## src/rtl/spec_adder_pkg.sv

```systemverilog
package spec_adder_pkg;
  typedef enum logic [0:0] {
    PH_IDLE  = 1'b0,
    PH_FINAL = 1'b1
  } phase_t;
endpackage

```

## src/rtl/spec_fast_path.sv

```systemverilog
module spec_fast_path #(
  parameter int W = 32,
  parameter int K = 8
) (
  input  logic         clk,
  input  logic         rst_n,
  input  logic [W-1:0] a,
  input  logic [W-1:0] b,
  input  logic         cin,
  output logic [W-1:0] sum,
  output logic         cout,
  output logic         err
);
  // carry into bit i, built only from the K positions below i
  function automatic logic [W:0] window_carries(input logic [W-1:0] x,
                                                input logic [W-1:0] y,
                                                input logic c0);
    logic [W:0] c;
    logic cc;
    c = '0;
    c[0] = c0;
    for (int i = 1; i <= W; i++) begin
      cc = (i <= K) ? c0 : 1'b0;
      for (int j = 0; j < W; j++) begin
        if (j < i && j + K >= i) cc = (x[j] & y[j]) | ((x[j] ^ y[j]) & cc);
      end
      c[i] = cc;
    end
    return c;
  endfunction

  // a full-propagate window whose entering carry could be 1
  function automatic logic window_flag(input logic [W-1:0] x,
                                       input logic [W-1:0] y);
    logic f;
    logic allp;
    f = 1'b0;
    for (int s = 1; s <= W - K; s++) begin
      allp = 1'b1;
      for (int j = 0; j < K; j++) allp = allp & (x[s+j] ^ y[s+j]);
      f = f | (allp & (x[s-1] | y[s-1]));
    end
    return f;
  endfunction

  logic [W:0] pred_c;

  always_comb begin
    pred_c = window_carries(a, b, cin);
    sum    = a ^ b ^ pred_c[W-1:0];
    cout   = pred_c[W];
    err    = window_flag(a, b);
  end


  spec_ok_chk: assert property (@(posedge clk) disable iff (!rst_n)
    !err |-> ({cout, sum} == ({1'b0, a} + {1'b0, b} + {{W{1'b0}}, cin})));
endmodule

```

## src/rtl/spec_prefix_front.sv

```systemverilog
module spec_prefix_front #(
  parameter int W   = 32,
  parameter int BLK = 8
) (
  input  logic         clk,
  input  logic         rst_n,
  input  logic [W-1:0] a,
  input  logic [W-1:0] b,
  output logic [W-1:0] grp_g,
  output logic [W-1:0] grp_p
);
  localparam int LV   = $clog2(BLK);
  localparam int NBLK = W / BLK;

  // dense prefix levels confined to each block
  always_comb begin
    logic [W-1:0] g, p, gn, pn;
    g = a & b;
    p = a ^ b;
    for (int l = 0; l < LV; l++) begin
      gn = g;
      pn = p;
      for (int i = 0; i < W; i++) begin
        if ((i % BLK) >= (1 << l)) begin
          gn[i] = g[i] | (p[i] & g[i - (1 << l)]);
          pn[i] = p[i] & p[i - (1 << l)];
        end
      end
      g = gn;
      p = pn;
    end
    grp_g = g;
    grp_p = p;
  end

  for (genvar bk = 0; bk < NBLK; bk++) begin : g_blkchk
    logic [BLK:0] slice_sum;
    assign slice_sum = {1'b0, a[bk*BLK +: BLK]} + {1'b0, b[bk*BLK +: BLK]};

    blk_gen_chk: assert property (@(posedge clk) disable iff (!rst_n)
      grp_g[bk*BLK + BLK - 1] == slice_sum[BLK]);
  end
endmodule

```

## src/rtl/spec_prefix_back.sv

```systemverilog
module spec_prefix_back #(
  parameter int W   = 32,
  parameter int BLK = 8
) (
  input  logic [W-1:0] grp_g,
  input  logic [W-1:0] grp_p,
  input  logic [W-1:0] bit_p,
  input  logic         cin,
  output logic [W-1:0] sum,
  output logic         cout
);
  localparam int NBLK = W / BLK;

  logic [NBLK:0] blk_c;
  logic [W-1:0]  bit_c;

  assign blk_c[0] = cin;

  for (genvar bk = 0; bk < NBLK; bk++) begin : g_blk
    localparam int TOP = bk * BLK + BLK - 1;
    assign blk_c[bk+1] = grp_g[TOP] | (grp_p[TOP] & blk_c[bk]);
    for (genvar j = 0; j < BLK; j++) begin : g_bit
      if (j == 0) begin : g_first
        assign bit_c[bk*BLK] = blk_c[bk];
      end else begin : g_rest
        assign bit_c[bk*BLK + j] = grp_g[bk*BLK + j - 1] |
                                   (grp_p[bk*BLK + j - 1] & blk_c[bk]);
      end
    end
  end

  assign sum  = bit_p ^ bit_c;
  assign cout = blk_c[NBLK];
endmodule

```

## src/rtl/spec_adder.sv

```systemverilog
module spec_adder #(
  parameter int W   = 32,
  parameter int K   = 8,
  parameter int BLK = 8
) (
  input  logic         clk,
  input  logic         rst_n,
  input  logic         in_valid,
  output logic         in_ready,
  input  logic [W-1:0] in_a,
  input  logic [W-1:0] in_b,
  input  logic         in_cin,
  output logic         out_done,
  output logic [W-1:0] out_sum,
  output logic         out_cout,
  output logic         stall
);
  import spec_adder_pkg::*;

  phase_t       phase_q;
  logic         accept;
  logic [W-1:0] spec_sum;
  logic         spec_cout;
  logic         spec_err;
  logic [W-1:0] fr_g, fr_p;
  logic [W-1:0] gq, pq, bpq;
  logic         cin_q;
  logic [W-1:0] exact_sum;
  logic         exact_cout;

  assign in_ready = (phase_q == PH_IDLE);
  assign stall    = (phase_q == PH_FINAL);
  assign accept   = in_valid & in_ready;

  spec_fast_path #(.W(W), .K(K)) u_fast (
    .clk(clk), .rst_n(rst_n), .a(in_a), .b(in_b), .cin(in_cin),
    .sum(spec_sum), .cout(spec_cout), .err(spec_err));

  spec_prefix_front #(.W(W), .BLK(BLK)) u_front (
    .clk(clk), .rst_n(rst_n), .a(in_a), .b(in_b),
    .grp_g(fr_g), .grp_p(fr_p));

  spec_prefix_back #(.W(W), .BLK(BLK)) u_back (
    .grp_g(gq), .grp_p(pq), .bit_p(bpq), .cin(cin_q),
    .sum(exact_sum), .cout(exact_cout));

  always_ff @(posedge clk or negedge rst_n) begin
    if (!rst_n) begin
      phase_q  <= PH_IDLE;
      out_done <= 1'b0;
      out_sum  <= '0;
      out_cout <= 1'b0;
      gq       <= '0;
      pq       <= '0;
      bpq      <= '0;
      cin_q    <= 1'b0;
    end else begin
      out_done <= 1'b0;
      if (phase_q == PH_FINAL) begin
        out_sum  <= exact_sum;
        out_cout <= exact_cout;
        out_done <= 1'b1;
        phase_q  <= PH_IDLE;
      end else if (accept) begin
        gq    <= fr_g;
        pq    <= fr_p;
        bpq   <= in_a ^ in_b;
        cin_q <= in_cin;
        if (spec_err) begin
          phase_q <= PH_FINAL;
        end else begin
          out_sum  <= spec_sum;
          out_cout <= spec_cout;
          out_done <= 1'b1;
        end
      end
    end
  end


  fast_done_chk: assert property (@(posedge clk) disable iff (!rst_n)
    (accept && !spec_err) |=> (out_done && !stall));

  slow_stall_chk: assert property (@(posedge clk) disable iff (!rst_n)
    (accept && spec_err) |=> (stall && !out_done && !in_ready));

  stall_len_chk: assert property (@(posedge clk) disable iff (!rst_n)
    stall |=> (out_done && !stall));

  hold_chk: assert property (@(posedge clk) disable iff (!rst_n)
    !out_done |-> ($stable(out_sum) && $stable(out_cout)));
endmodule

```

## config.mk

```make
export PLATFORM = sky130hd
export DESIGN_NAME = spec_adder
export DESIGN_NICKNAME = d
export VERILOG_FILES = /design/src/rtl/spec_adder_pkg.sv /design/src/rtl/spec_fast_path.sv /design/src/rtl/spec_prefix_front.sv /design/src/rtl/spec_prefix_back.sv /design/src/rtl/spec_adder.sv
export SDC_FILE = /design/constraint.sdc
export NUM_CORES = 1
export LEC_CHECK = 0
export ABC_AREA = 1
export BUFFER_PORTS_ARGS = -buffer_cell sky130_fd_sc_hd__clkbuf_2
export CAP_MARGIN = 5
export CORE_UTILIZATION = 36
export CTS_CLUSTER_DIAMETER = 60
export CTS_CLUSTER_SIZE = 8
export DETAILED_ROUTE_END_ITERATION = 10
export PLACE_DENSITY = 0.64
export SLEW_MARGIN = 40
export SYNTH_ARGS = -nofsm -noshare
export SYNTH_HDL_FRONTEND = slang
export SYNTH_HIERARCHICAL = 1
export SYNTH_SLANG_ARGS = --single-unit
```

## constraint.sdc

```tcl
create_clock -name clk -period 3.75 [get_ports clk]
set_input_delay 0 -clock clk [delete_from_list [all_inputs] [get_ports clk]]
set_output_delay 0 -clock clk [all_outputs]
set_load 0.005 [all_outputs]
```

==> results.tsv <==
stage	metric	value	unit
run_status	status	finished clean	
cts	path_clk_slew	0.06	ns
synth	syn_avg_cell_area	6.69	um^2
routing	ant_nets	0	
critical_path	path_max_fanout	2	
routing	via_count	9893	
floorplan	io_pins	104	
routing	dr.first_iter.drc_count	694	
routing	met2_length	13300	um
floorplan	rows	61	
global_route	grt_pass1_vias	9474	
timing	rsz0062_at_grt	false	
routing	vias_per_cell	4.67	
routing	detail_route.wirelength	28100	um
timing	min_period	3.52	ns
global_route	overflow	0	
global_route	antenna_found_initial	0	
finish	drive_above_1_share	11.5	%
synth	synth_cell_types	35	
critical_path	critPathKind	input pin to flip-flop	
synth	syn_area	0.0103	mm^2
timing	tns	0	ns
timing	slew_headroom	48.6	%
power_and_ir_drop	switching_power	1700	uW
power_and_ir_drop	p_leak	0.00745	uW
critical_path	crit_slowest_cell	dlygate4sd3_1	
timing	drv_slew	0	
critical_path	cp_cell_sequence	dlygate4sd3_1 -> clkbuf_2 -> inv_1 -> fa_1 -> inv_1 -> fa_1 -> fa_2 -> fa_2 -> fa_1 -> fa_2 -> fa_2 -> fa_2 -> nand2_1 -> nand2_1 -> nand2_1 -> nand2_1	
placement	gp_congestion	0.888	
critical_path	cp.arrival	3.88	ns
critical_path	critical_path.most_common_cell	fa_2	
synth	ys_ff_latch	132	
routing	first_pass_iters	5	
floorplan	initial_core_util	36.8	%
timing	setup_ws	0.235	ns
critical_path	worstSetupEndpointType	flip-flop	
min_path	hold_path.class	input pin to flip-flop	
finish	post-route-util	45.6	%
floorplan	die_w	171	um
synth	seq_area_frac_synth	32.1	%
synth	syn_inst	1537	
synth	ys_warn_count	6	
routing	wl_met3	1110	um
timing	worst_slew_pin_slew	0.771	ns
critical_path	start_kind	input pin	
floorplan	die_height	171	um
critical_path	path_buf_inv	4	
global_route	grt_usage	19.9	%
timing	fmax	284	MHz
cts	clk-insertion-delay-late	0.42	ns
global_route	grt_max_degree	68	
routing	wl_met1	13200	um
routing	wl_per_cell	13.2	um
cts	cts_tree	done	
cts	clkSinkCount	132	
placement	dp.final_hpwl	20200	um
routing	drc_errors	0	
power_and_ir_drop	intPower	3320	uW
power_and_ir_drop	seq_power_share	35.7	%
placement	pre_cts_ws	0.0935	ns
finish	final_common_cell	nand2_1	
power_and_ir_drop	power_frac_clock	34.6	%
placement	placed_cells	1991	
global_route	grt_first_pass_wirelength	45800	um
power_and_ir_drop	p_per_area	394	mW/mm^2
power_and_ir_drop	fin_total_pwr	5020	uW
critical_path	critPathRequiredTime	4.11	ns
cts	ctsRootBufferMaster	clkbuf_16	
power_and_ir_drop	swShare	33.9	%
finish	n_antenna_cell	0	
timing	timing.final.crit_share	93.7	%
power_and_ir_drop	peakVddDrop	351	uV
timing	finalSetupViolations	0	
timing	fin_skew	0.00641	ns
finish	syn_to_final_growth	23.8	%
finish	nets	1891	
critical_path	reg2reg_slack	1.15	ns
placement	portBuffers	103	
routing	topRoutingLayerUsed	met4	
finish	layout_common_cells	nand2_1, inv_1, dfrtp_1	
cts	htree_levels	4	
floorplan	core	0.0279	mm^2
cts	cts_max_path_buffers	2	
power_and_ir_drop	combPwrFrac	29.7	%
timing	hold_viol_final	0	
cts	cts_made_buffers	17	
finish	stdcell_count	2119	
critical_path	critical-path-top-delay-family	adder cells	
synth	syn-num-nets	1700	
flow_run	cap_violations	0	
floorplan	dieArea	0.0293	mm^2
critical_path	critPathMaxStageDelay	0.54	ns
-- cell families (layout without fill, tap and decap cells) --
group / after synthesis / count (layout) / synth area share [%]
AOI/OAI and AO/OA: 80 / 80 / 4.17
xor gates and xnor gates: 42 / 42 / 3.58
adders and majority gates: 95 / 95 / 12.1
buffers and inverters: 294 / 498 / 11.5
DFF: 132 / 132 / 32.1
and+or+nand+nor: 894 / 894 / 36.5
-- cell usage after synthesis (all sizes together) --
| library cell | count | area, um^2 |
|---|---|---|
| a21boi | 1 | 7.51 |
| a21o | 3 | 22.5 |
| a21oi | 52 | 260 |
| a31oi | 4 | 25.0 |
| and2 | 4 | 25.0 |
| buf | 32 | 196 |
| clkbuf | 6 | 22.5 |
| dfrtp | 132 | 3300 |
| fa | 8 | 160 |
| ha | 87 | 1090 |
| inv | 256 | 961 |
| nand2 | 719 | 2830 |
| nand3 | 97 | 485 |
| nand3b | 7 | 52.6 |
| nand4 | 6 | 37.5 |
| nor2 | 52 | 266 |
| nor3 | 9 | 65.1 |
| o21ai | 14 | 70.1 |
| o21bai | 1 | 7.51 |
| o221ai | 1 | 8.76 |
| o22ai | 3 | 18.8 |
| o32ai | 1 | 8.76 |
| xnor2 | 22 | 193 |
| xor2 | 20 | 175 |
-- worst paths after layout --
| path | startpoint | endpoint | cells past startpoint |
|---|---|---|---|
| max in group asynchronous | rst_n | gq[30] | 3 |
| min in group asynchronous | rst_n | cin_q | 2 |
| min | in_a[3] | bpq[3] | 5 |
| min reg2reg | gq[23] | gq[23] | 2 |
| max reg2reg | stall | bpq[1] | 5 |
| max | in_cin | out_sum[7] | 16 |
-- routing by layer --
| layer | track usage (%) | up-vias |
|---|---|---|
| li1 | - | 5024 |
| met1 | 25.6 | 4599 |
| met2 | 34.5 | 236 |
| met3 | 2.29 | 34 |
| met4 | 6.87 | 0 |
| met5 | 0 | - |
-- worst register-to-register path: cells and delay by family, from the launching register on --
family / cells / cell delay [ns]
flip-flops: 1 / 0.63
AND/OR/NAND/NOR: 3 / 0.90
buffers and inverters: 2 / 1.01
-- per-stage QoR --
| step | area, um^2 | hold WS, ns |
|---|---|---|
| after CTS | 12700 | 0.00464 |
| after global routing | 12700 | 0.0377 |
| final | 12700 | 0.0285 |
| after floorplan | 10300 | -0.296 |
| after detailed placement | 11200 | 0.0451 |
| after global placement | 11200 | 0.0435 |
-- state kept, by name, summed over array words and instances (netlist names) --
name	flops
bpq	32
gq	32
out_sum	32
pq	32
cin_q	1
out_cout	1
out_done	1
stall	1
-- power by group through the flow --
stage,logic [uW],clock network (uW),registers (uW)
final,1490,1730,1790
after detailed placement,1390,0,1810
after floorplan,923,0,1790
after CTS,1490,1770,1790
after global routing,1700,1830,1820
after global placement,1370,0,1810
-- area by class of cell --
class	instances	area (um^2)
clock inverters	12	155
clock buffers	20	447
flip-flops and latches	132	3300
repair buffers	210	1580
inverters	256	961
well taps	378	473
fillers	2915	15200
multi-input cells	1111	5820
-- timing repair --
action | in CTS | in global routing
endpoints found under the setup margin | 0 | 2
buffers inserted | 0 | 0
resized for setup | 0 | 5
hold endpoints to repair | 95 | 0
hold buffers | 96 | 0
Note: power is estimated with default switching activity, not from simulation.
